File: src/rtl/prng_pkg.sv
package prng_pkg;
  localparam int OFS_CTRL  = 'h000;
  localparam int OFS_STAT  = 'h010;
  localparam int OFS_SEED  = 'h140;
  localparam int OFS_OUT   = 'h160;
  localparam int START_CODE = 'h18;
  localparam int STAT_SEEDED_BIT = 1;
  localparam int STAT_DONE_BIT   = 5;
endpackage

File: src/rtl/prng_seed_bank.sv
module prng_seed_bank #(
  parameter int WORD_W = 32,
  parameter int NWORDS = 5,
  localparam int IDX_W = $clog2(NWORDS)
) (
  input  logic                           clk,
  input  logic                           rst_n,
  input  logic                           wr_en,
  input  logic [IDX_W-1:0]               wr_idx,
  input  logic [WORD_W-1:0]              wr_data,
  output logic [NWORDS-1:0][WORD_W-1:0]  seed_words,
  output logic                           seed_ok,
  output logic                           seed_cpl
);
  logic [NWORDS-1:0] mask_q, mask_d, hit;

  assign hit = NWORDS'(1) << wr_idx;

  always_comb begin
    mask_d = mask_q;
    if (wr_en) begin
      if (&mask_q) mask_d = hit;
      else         mask_d = mask_q | hit;
    end
  end

  always_ff @(posedge clk or negedge rst_n) begin
    if (!rst_n) mask_q <= '0;
    else        mask_q <= mask_d;
  end

  generate
    for (genvar g = 0; g < NWORDS; g++) begin : g_word
      logic [WORD_W-1:0] word_q;
      logic              word_en;
      assign word_en = wr_en && hit[g];
      always_ff @(posedge clk or negedge rst_n) begin
        if (!rst_n)       word_q <= '0;
        else if (word_en) word_q <= wr_data;
      end
      assign seed_words[g] = word_q;
    end
  endgenerate

  assign seed_ok  = &mask_q;
  assign seed_cpl = wr_en && (&mask_d);


  seeded_src_chk: assert property (@(posedge clk) disable iff (!rst_n)
    $rose(seed_ok) |-> $past(wr_en));


  seeded_drop_chk: assert property (@(posedge clk) disable iff (!rst_n)
    ($past(seed_ok) && $past(wr_en)) |-> !seed_ok);
endmodule

File: src/rtl/prng_seq.sv
module prng_seq #(
  parameter int RUN_CYCLES = 20,
  localparam int CNT_W = $clog2(RUN_CYCLES)
) (
  input  logic clk,
  input  logic rst_n,
  input  logic start_cmd,
  input  logic seed_ok,
  input  logic clr_done,
  output logic go,
  output logic step_en,
  output logic fin,
  output logic busy,
  output logic done
);
  logic             busy_q, busy_d, done_q, done_d;
  logic [CNT_W-1:0] cnt_q, cnt_d;

  assign go      = start_cmd && seed_ok && !busy_q;
  assign fin     = busy_q && (cnt_q == CNT_W'(RUN_CYCLES - 1));
  assign step_en = busy_q;

  always_comb begin
    busy_d = busy_q;
    cnt_d  = cnt_q;
    if (go) begin
      busy_d = 1'b1;
      cnt_d  = '0;
    end else if (busy_q) begin
      cnt_d = cnt_q + 1'b1;
      if (fin) begin
        busy_d = 1'b0;
        cnt_d  = '0;
      end
    end
    if (fin)           done_d = 1'b1;
    else if (clr_done) done_d = 1'b0;
    else               done_d = done_q;
  end

  always_ff @(posedge clk or negedge rst_n) begin
    if (!rst_n) begin
      busy_q <= 1'b0;
      cnt_q  <= '0;
      done_q <= 1'b0;
    end else begin
      busy_q <= busy_d;
      cnt_q  <= cnt_d;
      done_q <= done_d;
    end
  end

  assign busy = busy_q;
  assign done = done_q;


  run_end_chk: assert property (@(posedge clk) disable iff (!rst_n)
    $fell(busy_q) |-> done_q);


  cnt_adv_chk: assert property (@(posedge clk) disable iff (!rst_n)
    (busy_q && $past(busy_q)) |-> (cnt_q == CNT_W'($past(cnt_q) + 1'b1)));
endmodule

File: src/rtl/prng_mix_core.sv
module prng_mix_core #(
  parameter int WORD_W = 32,
  parameter int NWORDS = 5
) (
  input  logic                          clk,
  input  logic                          rst_n,
  input  logic                          load,
  input  logic                          step_en,
  input  logic                          fin,
  input  logic                          seed_cpl,
  input  logic [NWORDS-1:0][WORD_W-1:0] seed_words,
  output logic [NWORDS-1:0][WORD_W-1:0] out_words
);
  typedef logic [NWORDS-1:0][WORD_W-1:0] state_t;

  function automatic state_t mix_step(input state_t s);
    logic [WORD_W-1:0] f, n;
    state_t r;
    f = s[0] ^ (s[0] << 11) ^ (s[NWORDS-2] & ~s[NWORDS-3]);
    n = s[NWORDS-1] ^ (s[NWORDS-1] >> 19) ^ f ^ (f >> 8);
    for (int k = 0; k < NWORDS - 1; k++) r[k] = s[k+1];
    r[NWORDS-1] = n;
    return r;
  endfunction

  state_t st_q, st_d, nxt, out_q, out_d;
  logic   pend_q, pend_d;

  assign nxt = mix_step(st_q);

  always_comb begin
    st_d   = st_q;
    out_d  = out_q;
    pend_d = pend_q;
    if (load) begin
      if (pend_q) st_d = seed_words;
      pend_d = 1'b0;
    end else if (step_en) begin
      st_d = nxt;
    end
    if (seed_cpl) pend_d = 1'b1;
    if (fin)      out_d  = nxt;
  end

  always_ff @(posedge clk or negedge rst_n) begin
    if (!rst_n) begin
      st_q   <= '0;
      out_q  <= '0;
      pend_q <= 1'b0;
    end else begin
      st_q   <= st_d;
      out_q  <= out_d;
      pend_q <= pend_d;
    end
  end

  assign out_words = out_q;


  out_hold_chk: assert property (@(posedge clk) disable iff (!rst_n)
    !$past(fin) |-> $stable(out_q));
endmodule

File: src/rtl/prng_regblk.sv
module prng_regblk #(
  parameter int ADDR_W     = 12,
  parameter int DATA_W     = 32,
  parameter int NWORDS     = 5,
  parameter int RUN_CYCLES = 20
) (
  input  logic              clk,
  input  logic              rst_n,
  input  logic              bus_we,
  input  logic              bus_re,
  input  logic [ADDR_W-1:0] bus_addr,
  input  logic [DATA_W-1:0] bus_wdata,
  output logic [DATA_W-1:0] bus_rdata
);
  import prng_pkg::*;

  localparam int IDX_W = $clog2(NWORDS);
  localparam int LSB_W = $clog2(DATA_W / 8);
  localparam int SPAN  = NWORDS * (DATA_W / 8);

  logic [1:0] rst_sync;
  logic       rst_ni;

  always_ff @(posedge clk or negedge rst_n) begin
    if (!rst_n) rst_sync <= 2'b00;
    else        rst_sync <= {rst_sync[0], 1'b1};
  end
  assign rst_ni = rst_sync[1];

  logic              is_ctrl, is_stat, seed_hit, out_hit;
  logic [ADDR_W-1:0] seed_off, out_off;
  logic [IDX_W-1:0]  seed_idx, out_idx;

  assign is_ctrl  = (bus_addr == ADDR_W'(OFS_CTRL));
  assign is_stat  = (bus_addr == ADDR_W'(OFS_STAT));
  assign seed_off = bus_addr - ADDR_W'(OFS_SEED);
  assign out_off  = bus_addr - ADDR_W'(OFS_OUT);
  assign seed_hit = (bus_addr >= ADDR_W'(OFS_SEED)) && (seed_off < ADDR_W'(SPAN)) &&
                    (seed_off[LSB_W-1:0] == '0);
  assign out_hit  = (bus_addr >= ADDR_W'(OFS_OUT)) && (out_off < ADDR_W'(SPAN)) &&
                    (out_off[LSB_W-1:0] == '0);
  assign seed_idx = seed_off[LSB_W +: IDX_W];
  assign out_idx  = out_off[LSB_W +: IDX_W];

  logic                          start_cmd, clr_done, seed_wr;
  logic                          seed_ok, seed_cpl, go, step_en, fin, busy, done;
  logic [NWORDS-1:0][DATA_W-1:0] seed_words, out_words;

  assign seed_wr   = bus_we && seed_hit;
  assign start_cmd = bus_we && is_ctrl && (bus_wdata == DATA_W'(START_CODE));
  assign clr_done  = bus_we && is_stat && bus_wdata[STAT_DONE_BIT];

  prng_seed_bank #(.WORD_W(DATA_W), .NWORDS(NWORDS)) u_seed (
    .clk        (clk),
    .rst_n      (rst_ni),
    .wr_en      (seed_wr),
    .wr_idx     (seed_idx),
    .wr_data    (bus_wdata),
    .seed_words (seed_words),
    .seed_ok    (seed_ok),
    .seed_cpl   (seed_cpl)
  );

  prng_seq #(.RUN_CYCLES(RUN_CYCLES)) u_seq (
    .clk       (clk),
    .rst_n     (rst_ni),
    .start_cmd (start_cmd),
    .seed_ok   (seed_ok),
    .clr_done  (clr_done),
    .go        (go),
    .step_en   (step_en),
    .fin       (fin),
    .busy      (busy),
    .done      (done)
  );

  prng_mix_core #(.WORD_W(DATA_W), .NWORDS(NWORDS)) u_core (
    .clk        (clk),
    .rst_n      (rst_ni),
    .load       (go),
    .step_en    (step_en),
    .fin        (fin),
    .seed_cpl   (seed_cpl),
    .seed_words (seed_words),
    .out_words  (out_words)
  );

  always_comb begin
    bus_rdata = '0;
    if (bus_re) begin
      if (is_stat) begin
        bus_rdata[STAT_SEEDED_BIT] = seed_ok;
        bus_rdata[STAT_DONE_BIT]   = done;
      end else if (out_hit) begin
        for (int k = 0; k < NWORDS; k++)
          if (out_idx == IDX_W'(k)) bus_rdata = out_words[k];
      end
    end
  end


  done_clr_chk: assert property (@(posedge clk) disable iff (!rst_ni)
    $fell(done) |-> $past(bus_we && (bus_addr == ADDR_W'(OFS_STAT)) && bus_wdata[STAT_DONE_BIT]));


  start_gate_chk: assert property (@(posedge clk) disable iff (!rst_ni)
    $rose(busy) |-> $past(seed_ok));
endmodule

File: config.mk
export PLATFORM = sky130hd
export DESIGN_NAME = prng_regblk
export DESIGN_NICKNAME = d
export VERILOG_FILES = /design/src/rtl/prng_pkg.sv /design/src/rtl/prng_seed_bank.sv /design/src/rtl/prng_seq.sv /design/src/rtl/prng_mix_core.sv /design/src/rtl/prng_regblk.sv
export SDC_FILE = /design/constraint.sdc
export NUM_CORES = 1
export LEC_CHECK = 0
export BUFFER_PORTS_ARGS = -buffer_cell sky130_fd_sc_hd__buf_4
export CORE_ASPECT_RATIO = 1.75
export CORE_UTILIZATION = 45
export DETAILED_ROUTE_END_ITERATION = 8
export PLACE_DENSITY_LB_ADDON = 0.25
export SLEW_MARGIN = 20
export SYNTH_ARGS = -nofsm -noshare
export SYNTH_HDL_FRONTEND = slang
export SYNTH_SLANG_ARGS = --single-unit
File: constraint.sdc
create_clock -name clk -period 18.6 [get_ports clk]
set_clock_uncertainty 0.15 [all_clocks]
set_input_delay 0 -clock clk [delete_from_list [all_inputs] [get_ports clk]]
set_output_delay 0 -clock clk [all_outputs]
set_load 0.01 [all_outputs]
== Word level (Yosys, flattened, before mapping) ==
Cells that the tools add are included.
Storage, ports and cells
  bits in registers: 495
  input bits: 48
  output and inout bits: 32
Cells by class
  add/subtract/negate cells: 3
  order comparisons: 4
  equality and inequality tests: 8
  shift operators: 1
  muxes and demuxes: 27
  bitwise logic cells: 8
  reduce and logical (&&, ||, !) cells: 29
Operator list (count)
  $mux W160: 3
  $mux W32: 7
  $xor A32 B32 Y32: 3
  $and A32 B32 Y32: 1
  $eq A32 B5 Y1 const B: 1
  $not A32 Y32: 1
  $xor A32 B13 Y32: 1
  $xor A32 B24 Y32: 1
  $mux W26: 1
  $mux W5: 5
  $ge A12 B9 Y1 const B: 2
  $lt A12 B5 Y1 const B: 2
  $sub A12 B9 Y12 const B: 2
  $logic_and A1 B1 Y1: 18
  $eq A12 B5 Y1 const B: 1
  $logic_not A12 Y1: 1
  $mux W1: 10
  $reduce_and A5 Y1: 2
  $eq A3 B2 Y1 const B: 2
  $reduce_bool A2 Y1: 3
  $add A5 B1 Y5 const B: 1
  $eq A5 B5 Y1 const B: 1
  $or A5 B5 Y5: 1
  $shl A1 B3 Y5 const A: 1
  8 further kinds: 9

== Longest topological paths before layout ==
Gate-level depths: netlist of the first run.
  depth after elaboration: 10
  mapped depth: 8
  mapped depth without buffers: 7

== Cells and area by module ==
From an unflattened synthesis of the first run, not the netlist that was laid out.
Unflattened totals
  cells, all modules: 1850
  area, all modules: 23074.6 µm²
By module, submodules not included
  prng_mix_core: times used 1, cells an instance 1276, area an instance 14800.4 µm², sequential area each 8032.7 µm²
  prng_seed_bank: times used 1, cells an instance 367, area an instance 6291.0 µm², sequential area each 4129.0 µm²
  prng_regblk: times used 1, cells an instance 169, area an instance 1610.3 µm², sequential area each 50.0 µm²
  prng_seq: times used 1, cells an instance 38, area an instance 372.9 µm², sequential area each 175.2 µm²

== Worst setup path before layout of the first run ==
Ideal clock, no wire load.
  path type: register to register
  from: reg u_seq.cnt_q[0]
  to: reg u_seq.busy_q (netlist: u_seq.busy)
  setup time: 132 ps
  data arrival time: 1777 ps
  data required time: 18318 ps
  path slack: 16541 ps
  cell stages (with the launch flop): 7
  buffers on the path: 2
  period minus slack after synthesis: 2059 ps
  cell sequence: dfrtp_1 -> ha_1 -> nand2b_1 -> nor3_2 -> clkbuf_1 -> clkbuf_1 -> nor2_1
Between the ends
  cells in the longest elaborated chain, start to end: 5
Ends and longest elaborated chain
  start: declaration: line prng_seq.sv:17  | logic [CNT_W-1:0] cnt_q, cnt_d;
  start signal: assignment: line prng_seq.sv:48  | cnt_q <= cnt_d;
  $eq A5 B5 Y1: line prng_seq.sv:20  | assign fin = busy_q && (cnt_q == CNT_W'(RUN_CYCLES - 1));
  $logic_and A1 B1 Y1: line prng_seq.sv:20
  $mux W1: line prng_seq.sv:31  | if (fin) begin
  $mux W1: line prng_seq.sv:29  | end else if (busy_q) begin
  $mux W1: line prng_seq.sv:26  | if (go) begin
  net u_seq.busy_d: line prng_seq.sv:16  | logic busy_q, busy_d, done_q, done_d;
  end signal: assignment: line prng_seq.sv:47  | busy_q <= busy_d;
  end: declaration: line prng_seq.sv:16
The timed path passes the listed nets, and every way through them passes these cells.
A chain may end at the register's enable or synchronous reset.

== Final worst setup path of the first run ==
  from: in bus_wdata[22]
  to: reg u_core.st_q[23] in the netlist's numbering
Between the ends
  cells in the longest elaborated chain, start to end: 6
Ends and longest elaborated chain
  start: declaration: line prng_regblk.sv:12  | input logic [DATA_W-1:0] bus_wdata,
  $eq A32 B5 Y1 *: line prng_regblk.sv:50  | assign start_cmd = bus_we && is_ctrl && (bus_wdata == DATA_W'(START_CODE));
  $logic_and A1 B1 Y1 *: line prng_regblk.sv:50
  $logic_and A1 B1 Y1 * (2 in a row): line prng_seq.sv:19  | assign go = start_cmd && seed_ok && !busy_q;
  $ne A2 B1 Y1 (no line) or $reduce_bool A2 Y1 (tied branches)
  $reduce_and A2 Y1 (no line)
  end signal: assignment: line prng_mix_core.sv:51  | st_q <= st_d;
  end: declaration: line prng_mix_core.sv:26  | state_t st_q, st_d, nxt, out_q, out_d;
Mark *: on every way between the ends. The rest lies on a longest branch, timed or not.

==> reports/results.tsv, run 1 <==
stage	metric	value	unit
global_routing	vias in the first global route	16900	
final_layout	layout cell share with drive strength beyond 1	21.4	%
synthesis	asr flop ratio synth	100	%
clock_tree	Worst-Skew Late Latency	0.56	ns
final_layout	fill count	4522	
worst_setup_path	Worst Path Max Fanout	97	
clock_tree	Post-CTS Setup Repair Bufs	0	
pwr	Peak VDD IR	0.0000586	V
die	Die Wd	173	um
global_routing	Tot GR Track Use	26.1	%
detailed_routing	total number of vias	16700	
synthesis	top_reg_cell synth	dfrtp_1	
worst_setup_path	CP Class	input port to flop	
final_layout	Final nets	2209	
final_layout	area of the multi-input gates	9660	um2
worst_setup_path	crit-path most repeated cell	buf_4	
clock_tree	post-CTS sizing	0	
clock_tree	CTS tree	done	
worst_setup_path	crit path from	bus_wdata[22]	
final_layout	Reg area	12400	um2
status	status	completed	
placement	I/O Buffers	79	
job	max-cap viol count	0	
sta	final hold vios	0	
worst_setup_path	Worst Path Required	18.95	ns
synthesis	synthesized area	23100	um2
worst_setup_path	worst flop-to-flop path endpoint	u_core.st_q[23]	
clock_tree	# clock sinks	495	
clock_tree	Root Driver	clkbuf_16	
detailed_routing	antenna viol nets, final	0	
final_layout	most frequent cells in the layout	dfrtp_1 (492), nand2_1 (426), mux2_2 (145)	
detailed_routing	Iter 0 DRT Violations	1258	
synthesis	register area share after synthesis	53.6	%
detailed_routing	DR pass1 iterations	6	
worst_setup_path	worst path cell trace	dlygate4sd3_1 > buf_4 > nor4_1 > nand3_1 > nor4_4 > buf_4 > or2_4 > buf_4 > o221a_2	
sta	Tightest Pin Transition	1.15	ns
sta	Setup WS post-layout	13.94	ns
worst_setup_path	Critical Path AT	5.01	ns
detailed_routing	# DRC	0	
worst_setup_path	critical path's largest stage delay	0.96	ns
synthesis	#FFs+latches synth	495	
synthesis	Synthesized Nets	2179	
sta	setup TNS	0	ns
worst_setup_path	Worst Path Buf+Inv	4	
final_layout	diodes inserted	0	
worst_setup_path	Crit-path slowest cell	buf_4	
sta	Worst slew margin	23.4	%
synthesis	average size of a mapped cell	10.9	um2
sta	f_max	0.214	GHz
worst_setup_path	crit path capture	u_core.st_q[23]	
global_routing	largest net degree at the start of global routing	170	
detailed_routing	WL final	66700	um
worst_setup_path	Worst R2R Setup Slack	14.33	ns
die	Die ar.	52300	um2
clock_tree	CTS Buf Count	44	
clock_tree	htree depth	2	
clock_tree	cts-stage hold buffer count	39	
synthesis	Ys Warns	0	
global_routing	Overflow after GRT	0	
pwr	power per cell area	80.7	nW/um2
synthesis	Synth area leader	dfrtp_1	
sta	Final setup viols	0	
clock_tree	clk slew on worst S/H paths	0.07	ns
sta	Final Critical Period	4.66	ns
worst_hold_path	Worst Hold Class	input port to flop	
final_layout	most common cell after layout, fill and taps aside	dfrtp_1	
placement	Setup Slack @ Placement	13.98	ns
sta	Max Slew Vio Count	0	
placement	hpwl dp	41400	um
detailed_routing	Wirelength per Cell	23.3	um
clock_tree	clk buf depth	3	
die	Core Region	50600	um2
detailed_routing	vias per std cell	5.83	
sta	WHS	0.0307	ns
worst_setup_path	Register-to-Register Path Depth	6	
placement	Final GP Congestion	0.808	
die	boundary pin count	80	
die	Die Y	302	um
die	FP Rows	109	
global_routing	initial antenna violation count	1	
global_routing	wire length of the first global-routing pass	103000	um
synthesis	Post-synth EDFFs	0	
worst_setup_path	r2r startpoint	u_core.pend_q	
worst_setup_path	CP delay by family, top	buffers and inverters	
worst_setup_path	critical path endpoint category	flop	
final_layout	Layout area overhead	12.7	%
sta	part of the cycle the worst path needs	25.1	%
synthesis	count of different cell masters after synthesis	55	
worst_setup_path	Critical Path Start Type	input port	
synthesis	Yosys top cell area share	53.6	%
worst_setup_path	Worst path depth	9	
die	Initial Util	45.7	%
synthesis	Synth area leaders	dfrtp_1 (54%), mux2_2 (7.1%), nand2_1 (6.9%)	
pwr	leakage	12.4	nW
sta	RSZ-0062 raised after global routing	no	
synthesis	Mapped Cells	2128	
[metal layers]
metal  up-vias  track usage [%]  routed length, um
li1       7520                -                  -
met5         -                0                  0
met3       111             2.92               2880
met2       468             45.6              33700
met4         0             12.5               3350
met1      8559             32.2              26800
[report_power, final]
part / switching (mW) / internal (mW)
Combinational: 0.0434 / 0.0184
Clock: 0.408 / 0.552
Sequential: 0.00334 / 1.08
Total: 0.454 / 1.65
[flip-flops by register name, summed over array words and instances, names as in the netlist]
register,count
rst_sync,2
u_seed.g_word.word_q,160
u_seq.busy,1
u_core.out_words,160
u_core.pend_q,1
u_seq.cnt_q,5
u_seq.done,1
u_core.st_q,32
u_core.nxt,128
u_seed.mask_q,5
[synth_stat cells (20+ instances only)]
cell       count
a221oi_1      20
a22oi_1       33
a31oi_1       28
buf_2         36
clkbuf_1     114
dfrtp_1      495
inv_1        115
mux2_2       145
mux2i_1       24
mux4_2        32
nand2_1      426
nand4_1       98
nor2_1        64
nor2b_1       33
nor3_1        42
o21ai_0       87
o221a_2       92
o2bb2ai_1     30
xnor2_1       69
xor2_1        32
[through the flow]
step                util, %  cells  total power [mW]  area (um2)
global placement       47.7   2739              1.16       24200
floorplan                 -   2128              1.13       23100
CTS                    51.5   2859              2.12       26100
finish                 51.5   2859              2.10       26100
global route           51.5   2859              2.16       26100
detailed placement     47.7   2739              1.16       24200
[logic make-up after synthesis]
| group | count (synthesis) | share of synthesized area (%) |
|---|---|---|
| xor+xnor | 112 | 4.90 |
| flops | 495 | 53.6 |
| mux | 201 | 11.2 |
| buf+inv | 280 | 4.95 |
| simple gates | 715 | 14.2 |
| compound gates | 321 | 11.0 |
| other cells | 1 | 0.0162 |
| fa+ha+maj | 3 | 0.162 |
[layout make-up]
class / count / area share (%)
clock inverter: 9 / 0.499
sequential: 495 / 47.6
clock buffer: 72 / 5.32
inverter: 117 / 1.70
tap: 666 / 3.20
multi-input combinational: 1353 / 37.0
timing repair buffer: 147 / 4.66
[how the worst min path moves through the flow]
stage | to | from | depth (start not counted)
CTS | u_seed.mask_q[4] | bus_addr[1] | 5
finish | u_seed.mask_q[4] | bus_addr[1] | 5
global route | u_seed.mask_q[4] | bus_addr[1] | 5
floorplan | rst_sync[0] | rst_n | 0
detailed placement | rst_sync[0] | rst_n | 1
global placement | rst_sync[0] | rst_n | 1
[worst reg2reg max path, cell delays in order, from the launching register on]
cell and delay [ns]:
dfrtp_4 0.74, nand4_1 0.24, nor4_4 0.17, buf_4 0.77, or2_4 0.70, buf_4 0.99, o221a_2 0.45
Power figures use the tool's default switching activity.
==> run 2: changes to the inputs <==
- ABC_AREA: not set -> 1
- clock period: 18.6 -> 4.1 ns (I/O delays scaled with it)
==> reports/results.tsv, run 2 <==
stage	metric	value	unit
status	status	completed	
synthesis	#FFs+latches synth	495	
placement	I/O Buffers	79	
clock_tree	clk slew on worst S/H paths	0.07	ns
die	Core Region	54600	um2
synthesis	count of different cell masters after synthesis	31	
detailed_routing	antenna viol nets, final	0	
synthesis	top_reg_cell synth	dfrtp_1	
clock_tree	CTS tree	done	
worst_setup_path	r2r startpoint	u_seed.mask_q[3]	
worst_hold_path	hold_sp	bus_addr[2]	
detailed_routing	WL final	80400	um
worst_setup_path	Critical Path Start Type	input port	
clock_tree	Post-CTS Setup Repair Bufs	0	
worst_hold_path	Worst Hold Class	input port to flop	
die	Initial Util	45.8	%
global_routing	initial antenna violation count	1	
final_layout	fill count	5413	
sta	Final Critical Period	3.65	ns
clock_tree	# clock sinks	495	
global_routing	Tot GR Track Use	28.8	%
die	FP Rows	113	
final_layout	layout cell share with drive strength beyond 1	6.48	%
sta	Worst slew margin	25.2	%
synthesis	asr flop ratio synth	100	%
clock_tree	htree depth	2	
synthesis	Post-synth top cells	nand2_1 (1099), dfrtp_1 (495), inv_1 (444)	
final_layout	Final nets	3446	
final_layout	Finished Core Util	51.5	%
detailed_routing	Iter 0 DRT Violations	1886	
final_layout	Finished Layout Cells	4118	
sta	final hold vios	0	
global_routing	vias in the first global route	21500	
pwr	Peak VDD IR	0.000328	V
die	boundary pin count	80	
global_routing	wire length of the first global-routing pass	125000	um
clock_tree	Worst-Skew Late Latency	0.59	ns
final_layout	most frequent cells in the layout	nand2_1 (1098), dfrtp_1 (494), inv_1 (443)	
sta	RSZ-0062 raised after global routing	no	
clock_tree	clk buf depth	3	
pwr	leakage	14.0	nW
final_layout	diodes inserted	0	
synthesis	register area share after synthesis	49.6	%
die	Die Y	314	um
placement	hpwl dp	51200	um
detailed_routing	total number of vias	22400	
detailed_routing	vias per std cell	5.44	
final_layout	Layout area overhead	12.5	%
clock_tree	Root Driver	clkbuf_16	
detailed_routing	Wirelength per Cell	19.5	um
worst_setup_path	crit path from	bus_addr[11]	
global_routing	Overflow after GRT	0	
sta	Tightest Pin Transition	1.12	ns
sta	Max Slew Vio Count	0	
pwr	power per cell area	343	nW/um2
global_routing	largest net degree at the start of global routing	163	
synthesis	Synth area leaders	dfrtp_1 (50%), nand2_1 (17%), o21ai_0 (8.6%)	
sta	f_max	0.274	GHz
detailed_routing	DR pass1 iterations	6	
synthesis	Synthesized Nets	3428	
clock_tree	CTS Buf Count	46	
worst_setup_path	Worst Path Required	4.39	ns
sta	part of the cycle the worst path needs	89.1	%
synthesis	Ys Warns	0	
synthesis	Post-synth EDFFs	0	
worst_setup_path	CP Class	input port to flop	
job	max-cap viol count	0	
detailed_routing	# DRC	0	
synthesis	Mapped Cells	3377	
worst_setup_path	critical path endpoint category	flop	
synthesis	Synth area leader	dfrtp_1	
worst_setup_path	Critical Path AT	3.95	ns
die	Die ar.	56500	um2
synthesis	average size of a mapped cell	7.40	um2
final_layout	most common cell after layout, fill and taps aside	nand2_1	
sta	Final setup viols	0	
placement	Inst Count DP	3985	
worst_setup_path	Worst Path Max Fanout	35	
synthesis	Yosys top cell area share	49.6	%
die	Die Wd	180	um
synthesis	synthesized area	25000	um2
placement	Final GP Congestion	0.896	
synthesis	count leader, synth	nand2_1	
run 2: changes by cell type after synthesis, moves of 30 or more:
cell | before | now
a22oi_1 | 33 | 0
o21ai_0 | 87 | 428
nand3_1 | 3 | 282
mux2_2 | 145 | 0
o221a_2 | 92 | 0
inv_1 | 115 | 444
mux4_2 | 32 | 0
nor2b_1 | 33 | 0
nand2_1 | 426 | 1099
xnor2_1 | 69 | 12
o2bb2ai_1 | 30 | 0
nor2_1 | 64 | 128
nand4_1 | 98 | 165
run 2: worst paths after layout:
path                       slack [ns]                          end  depth (start not counted)
min                              0.07             u_seed.mask_q[0]                          4
min in group asynchronous        0.13                  rst_sync[1]                          3
max in group asynchronous        2.35         u_core.out_words[78]                          1
max                              0.45  u_seed.g_word[4].word_q[25]                         11
min reg2reg                      0.20                  rst_sync[1]                          0
max reg2reg                      0.78              u_core.nxt[104]                          9
run 2: repair_timing:
| action | 4_1_cts | 5_1_grt |
|---|---|---|
| hold buffers | 52 | 0 |
| resized for setup | 0 | 0 |
| hold endpoints to repair | 169 | 0 |
run 2: through the flow:
step           setup WS, ns  hold slack [ns]  instance area (um2)  TNS (ns)  power [mW]
6_report              0.446           0.0741                28100         0        9.63
5_1_grt               0.286            0.126                28100         0        9.91
4_1_cts               0.510           0.0656                28100         0        9.71
3_5_place_dp          0.780           -0.360                26100         0        5.34
3_3_place_gp          0.873           -0.362                26100         0        5.34
2_1_floorplan        -0.877           -0.446                25000   -432.50        5.15
run 2: layer usage:
layer | GRT usage [%] | share of wire (%) | up-vias
met2 | 49.9 | 49 | 659
met3 | 2.85 | 4.8 | 202
met1 | 34.2 | 39 | 10700
met4 | 18.9 | 6.9 | 0
met5 | 0 | 0 | -
li1 | - | - | 10800
run 2: layout make-up:
type	instances	area [um2]	area share, %
repair buffers	175	1570	5.58
flip-flops and latches	495	12400	44.1
clock inverters	19	158	0.561
well taps	690	863	3.07
clock buffers	62	1330	4.74
inverters	449	1690	6.02
multi-input cells	2228	10100	36.0
run 2: kinds of logic (layout without fill, tap and decap cells):
group                      count (synthesis)  in the layout  share of synthesized area, %
AOI/OAI and AO/OA                        466            466                          9.51
xor gates and xnor gates                  31             31                          1.09
adders and majority gates                  3              3                         0.150
buffers and inverters                    654            705                          10.2
DFF                                      495            495                          49.6
other                                      1              1                        0.0150
and+or+nand+nor                         1727           1727                          29.5
run 2: report_power, final:
part	internal (mW)	total [mW]	switching, mW
Combinational	0.114	0.369	0.255
Sequential	4.89	4.91	0.0173
Clock	2.41	4.36	1.95
Total	7.41	9.63	2.22
run 2: critical path: stages:
cell           delay [ns]
dlygate4sd3_1        0.54
buf_4                0.14
nor2_2               0.17
dlygate4sd3_1        0.59
nand2_1              0.05
dlygate4sd3_1        0.55
nor2_1               0.36
nand3_2              0.83
buf_4                0.53
nand2_1              0.08
o21ai_0              0.08
